`src/rtl/cbu_pkg.sv`:
```
package cbu_pkg;
  localparam int XLEN = 32;
  localparam int PARCEL_W = 16;
  localparam int DISP_W = 10;
  localparam int COND_W = 4;
  localparam int COND_LSB = DISP_W;

  typedef enum logic [COND_W-1:0] {
    C_EQ  = 4'd0, C_NE  = 4'd1, C_SLT = 4'd2, C_SGT = 4'd3,
    C_ULT = 4'd4, C_UGT = 4'd5, C_SGE = 4'd6, C_SLE = 4'd7,
    C_UGE = 4'd8, C_ULE = 4'd9
  } cond_e;

  localparam logic [COND_W-1:0] LAST_LEGAL = 4'd9;

  function automatic logic [XLEN-1:0] disp_scaled(input logic [PARCEL_W-1:0] parcel);
    logic [XLEN-1:0] ext;
    ext = {{(XLEN-DISP_W){parcel[DISP_W-1]}}, parcel[DISP_W-1:0]};
    return ext << 1;
  endfunction

  function automatic logic eval_cond(input logic [COND_W-1:0] c,
                                     input logic [XLEN-1:0] x,
                                     input logic [XLEN-1:0] y);
    logic eq, slt, ult;
    eq  = (x == y);
    slt = ($signed(x) < $signed(y));
    ult = (x < y);
    case (c)
      C_EQ:    return eq;
      C_NE:    return !eq;
      C_SLT:   return slt;
      C_SGT:   return !slt && !eq;
      C_SGE:   return !slt;
      C_SLE:   return slt || eq;
      C_ULT:   return ult;
      C_UGT:   return !ult && !eq;
      C_UGE:   return !ult;
      C_ULE:   return ult || eq;
      default: return 1'b0;
    endcase
  endfunction
endpackage

```
`src/rtl/cbu_operand_latch.sv`:
```
module cbu_operand_latch #(
  parameter int W = 32
) (
  input  logic         clk,
  input  logic         rst_n,
  input  logic         load,
  input  logic [W-1:0] a_in,
  input  logic [W-1:0] b_in,
  output logic [W-1:0] x_q,
  output logic [W-1:0] y_q
);
  always_ff @(posedge clk) begin
    if (!rst_n) begin
      x_q <= '0;
      y_q <= '0;
    end else if (load) begin
      x_q <= a_in;
      y_q <= b_in;
    end
  end


  hold_when_idle_chk: assert property (@(posedge clk) disable iff (!rst_n)
    !load |=> (x_q == $past(x_q)) && (y_q == $past(y_q)));

  capture_chk: assert property (@(posedge clk) disable iff (!rst_n)
    load |=> (x_q == $past(a_in)) && (y_q == $past(b_in)));
endmodule

```
`src/rtl/cbu_cond_eval.sv`:
```
module cbu_cond_eval
  import cbu_pkg::*;
(
  input  logic [COND_W-1:0] cond,
  input  logic [XLEN-1:0]   x,
  input  logic [XLEN-1:0]   y,
  output logic              hit,
  output logic              legal
);
  assign legal = (cond <= LAST_LEGAL);
  assign hit   = legal && eval_cond(cond, x, y);

  // paired codes are exact complements
  always_comb begin
    if (cond == C_EQ) assert (hit != eval_cond(C_NE, x, y));
    if (cond == C_ULT) assert (hit != eval_cond(C_UGE, x, y));
    if (cond == C_SLT) assert (hit != eval_cond(C_SGE, x, y));
  end
endmodule

```
`src/rtl/cbu_next_pc.sv`:
```
module cbu_next_pc
  import cbu_pkg::*;
(
  input  logic [XLEN-1:0]     pc,
  input  logic [PARCEL_W-1:0] parcel,
  input  logic                active,
  input  logic                legal,
  input  logic                hit,
  output logic [XLEN-1:0]     next_pc,
  output logic                taken,
  output logic                illegal
);
  logic [XLEN-1:0] fall_thru;
  logic [XLEN-1:0] target;

  assign fall_thru = pc + XLEN'(2);
  assign target    = fall_thru + disp_scaled(parcel);
  assign illegal   = active && !legal;
  assign taken     = active && legal && hit;

  always_comb begin
    if (illegal)    next_pc = pc;
    else if (taken) next_pc = target;
    else            next_pc = fall_thru;
  end
endmodule

```
`src/rtl/cmp_branch_unit.sv`:
```
module cmp_branch_unit
  import cbu_pkg::*;
(
  input  logic        clk,
  input  logic        rst_n,
  input  logic        cmp_valid,
  input  logic [31:0] cmp_a,
  input  logic [31:0] cmp_b,
  input  logic        br_valid,
  input  logic [15:0] br_parcel,
  input  logic [31:0] pc,
  output logic [31:0] next_pc,
  output logic        taken,
  output logic        illegal
);
  logic [XLEN-1:0]   lat_x, lat_y;
  logic [COND_W-1:0] cond_code;
  logic              cond_hit, cond_legal;

  assign cond_code = br_parcel[COND_LSB +: COND_W];

  cbu_operand_latch #(.W(XLEN)) u_latch (
    .clk(clk), .rst_n(rst_n), .load(cmp_valid),
    .a_in(cmp_a), .b_in(cmp_b), .x_q(lat_x), .y_q(lat_y));

  cbu_cond_eval u_eval (
    .cond(cond_code), .x(lat_x), .y(lat_y),
    .hit(cond_hit), .legal(cond_legal));

  cbu_next_pc u_npc (
    .pc(pc), .parcel(br_parcel), .active(br_valid),
    .legal(cond_legal), .hit(cond_hit),
    .next_pc(next_pc), .taken(taken), .illegal(illegal));


  illegal_holds_pc_chk: assert property (@(posedge clk) disable iff (!rst_n)
    illegal |-> (next_pc == pc) && !taken);

  idle_fallthru_chk: assert property (@(posedge clk) disable iff (!rst_n)
    !br_valid |-> !taken && !illegal && (next_pc == pc + 32'd2));

  not_taken_chk: assert property (@(posedge clk) disable iff (!rst_n)
    (br_valid && !illegal && !taken) |-> (next_pc == pc + 32'd2));
  // strobes exclusive
  strobe_excl_chk: assert property (@(posedge clk) disable iff (!rst_n)
    !(cmp_valid && br_valid));
endmodule

```
`config.mk`:
```
export PLATFORM = sky130hd
export DESIGN_NAME = cmp_branch_unit
export DESIGN_NICKNAME = d
export VERILOG_FILES = /design/src/rtl/cbu_pkg.sv /design/src/rtl/cbu_operand_latch.sv /design/src/rtl/cbu_cond_eval.sv /design/src/rtl/cbu_next_pc.sv /design/src/rtl/cmp_branch_unit.sv
export SDC_FILE = /design/constraint.sdc
export NUM_CORES = 1
export LEC_CHECK = 0
export BUFFER_PORTS_ARGS = -buffer_cell sky130_fd_sc_hd__buf_2
export CAP_MARGIN = 25
export CORE_MARGIN = 3
export CORE_UTILIZATION = 55
export DETAILED_ROUTE_END_ITERATION = 6
export PLACE_DENSITY = 0.82
export SYNTH_ARGS = -nofsm -noshare
export SYNTH_HDL_FRONTEND = slang
export SYNTH_SLANG_ARGS = --single-unit
```
`constraint.sdc`:
```
create_clock -name clk -period 6.6 [get_ports clk]
set_input_delay 1.32 -clock clk [delete_from_list [all_inputs] [get_ports clk]]
set_output_delay 1.32 -clock clk [all_outputs]
set_load 0.05 [all_outputs]
```
==> flow_summary.ini <==
[die]
die_w_um = 112
die_h_um = 112
rows = 38
dieArea_um2 = 12500
core_um2 = 10900
io-pin-count = 150
initial_utilization_pct = 56.6

[cells_and_area]
fillers = 903
multi_input_area_um2 = 4580
diodes = 0
drive_gt1_share_pct = 19.8
final_cell_mix = 142 x buf_2, 76 x mux2i_1, 70 x nor2b_1
syn_to_final_growth_pct = 17.4
final_common_cell = buf_2
ff_latch_area_um2 = 1280
finish.utilization_pct = 66.4
layout.nets = 1086

[sta]
hold_slack_ns = 0.517
rsz0062_at_grt = no
finalSetupViolations = 0
hold_violations = 0
period_minus_slack_ns = 6.28
finalSetupTns_ns = 0
finalMaxSlewViolations = 0
fin_ws_ns = 0.317
max_freq_mhz = 159
worst_pin_slew_ns = 1.05
skew_ns = 0
period_share_pct = 95.2
relSlewSlack_pct = 29.8

[hold_path]
hold_class = flop to flop

[clocking]
htreeDepth = 3
hold_buffers = 0
cts-buffers-inserted = 9
path_clk_slew_ns = 0.07
cts_tree = yes
cts_buffer_depth = 2
cts-root-buf = clkbuf_8
clkLatencyLatePin_ns = 0.34
cts_sinks = 64

[critical_path]
cp_data_required_time_ns = 5.28
path_class = primary input to output port
cp_max_fo = 6
start_kind = primary input
cp.arrival_ns = 4.96
cp-end-kind = output port

[power]
power_density_nw_per_um2 = 189
power_mw = 1.36
leakagePower_nw = 3.40
peakVddDrop_mv = 0.119

[logic_synthesis]
synth_area_um2 = 6160
ys_ff_latch = 64
yosys.area.top_type = dfxtp_1
yosysUniqueCellTypes = 59
netlist_instances = 772
seq_area_frac_synth_pct = 20.8
synthTopCellsByArea = dfxtp_1 21%, ha_1 13%, mux2i_1 12%, nor2b_1 7.1%, a21oi_1 5.0%
synth_ff_type = dfxtp_1
async_flop_share_pct = 0
yosys_warnings = 0
netlist.area_leader.share_pct = 20.8
synth_edf_count = 0
syn_area_per_cell_um2 = 7.98
synth_nets = 952

[placement]
io_buffers = 145
dp_slack_ns = 0.102
place_congestion = 0.920
hpwl_mm = 11.1

[detailed_routing]
routed_via_density = 5.48
wirelength_mm = 14.5
avgRoutedWirePerCell_um = 13.8
drc = 0
postRouteAntennaNets = 0
vias = 5755
drt_iter0_markers = 282
dr.pass1.iters = 5

[global_routing]
grt_overflow = 0
grt_pass1_wl_mm = 24.0
antenna_found_initial = 0
grt_max_degree = 65
grt_pass1_vias = 5271
grt_use_total_pct = 22.6

[job]
drv_cap = 0

[outcome]
run_status = complete, no violations
layer usage:
metal / GRT usage [%] / vias up / wire [um] / part of all wire, %
li1: - / 3018 / - / -
met1: 30.6 / 2579 / 6670 / 46
met2: 37.4 / 144 / 6710 / 46
met3: 3.97 / 14 / 964 / 6.6
met4: 5.52 / 0 / 186 / 1.3
met5: 0 / - / 0 / 0
final cells by class:
| class | instances | area share [%] |
|---|---|---|
| multi-input cells | 628 | 63.4 |
| flip-flops and latches | 64 | 17.7 |
| repair buffers | 152 | 10.9 |
| inverters | 51 | 2.65 |
| well taps | 140 | 2.42 |
| clock buffers | 11 | 1.82 |
| clock inverters | 5 | 1.12 |
synth_stat cells (all sizes together) (22+ instances only):
cell type,count
o21ai,41
mux2i,76
xnor2,30
nor2b,70
inv,51
nor2,48
nand3,24
dfxtp,64
nand2,41
a21oi,61
a21o,22
ha,63
worst paths after layout:
| check | to | start | slack [ns] | cells after the start |
|---|---|---|---|---|
| worst min register to register | u_latch.y_q[16] | u_latch.y_q[16] | 0.52 | 2 |
| worst max register to register | u_latch.x_q[6] | u_latch.x_q[6] | 5.91 | 2 |
| worst min-delay path | u_latch.y_q[16] | u_latch.y_q[16] | 0.52 | 2 |
| worst max-delay path | next_pc[29] | pc[1] | 0.32 | 20 |
worst max-delay path, cell delays in order:
cell and delay, ns:
buf_2 0.12, ha_1 0.25, nand3_1 0.18, nor2_4 0.19
and2_1 0.20, and3_1 0.20, buf_4 0.14, xnor2_1 0.12
ha_1 0.31, o21ai_0 0.17, nor2_1 0.07, o41ai_1 0.33
o21a_1 0.18, a311oi_1 0.09, buf_4 0.17, a21o_1 0.17
a21oi_1 0.17, xnor2_1 0.09, a221o_1 0.29, buf_2 0.22
sequential cells by signal, summed over array words and instances, names as in the netlist:
name,flops
u_latch.y_q,32
u_latch.x_q,32
logic make-up (layout without fill, tap and decap cells):
family	Yosys count	in the layout	synth area share, %
adder cells (fa/ha/maj)	64	64	13.1
XOR/XNOR	51	51	7.25
buffers and inverters	80	219	5.14
AO/OA/AOI/OAI	184	184	19.2
AND/OR/NAND/NOR	252	252	21.9
flip-flops	64	64	20.8
multiplexers	77	77	12.5
what timing repair did:
item / 4_1_cts / 5_1_grt
setup buffers: 0 / 1
endpoints found under the setup margin: 0 / 7
resized for setup: 0 / 6
through the flow:
step / area [um^2] / cells
floorplan: 6160 / 772
global placement: 6990 / 1034
detailed placement: 6990 / 1034
CTS: 7200 / 1050
global route: 7230 / 1051
finish: 7230 / 1051
report_power, final:
group	internal (mW)	total (mW)	switching (mW)
clock	0.213	0.371	0.158
sequential	0.409	0.421	0.0119
combinational	0.218	0.571	0.353
total	0.840	1.36	0.524
No activity file was read; power rests on OpenSTA's default activity.
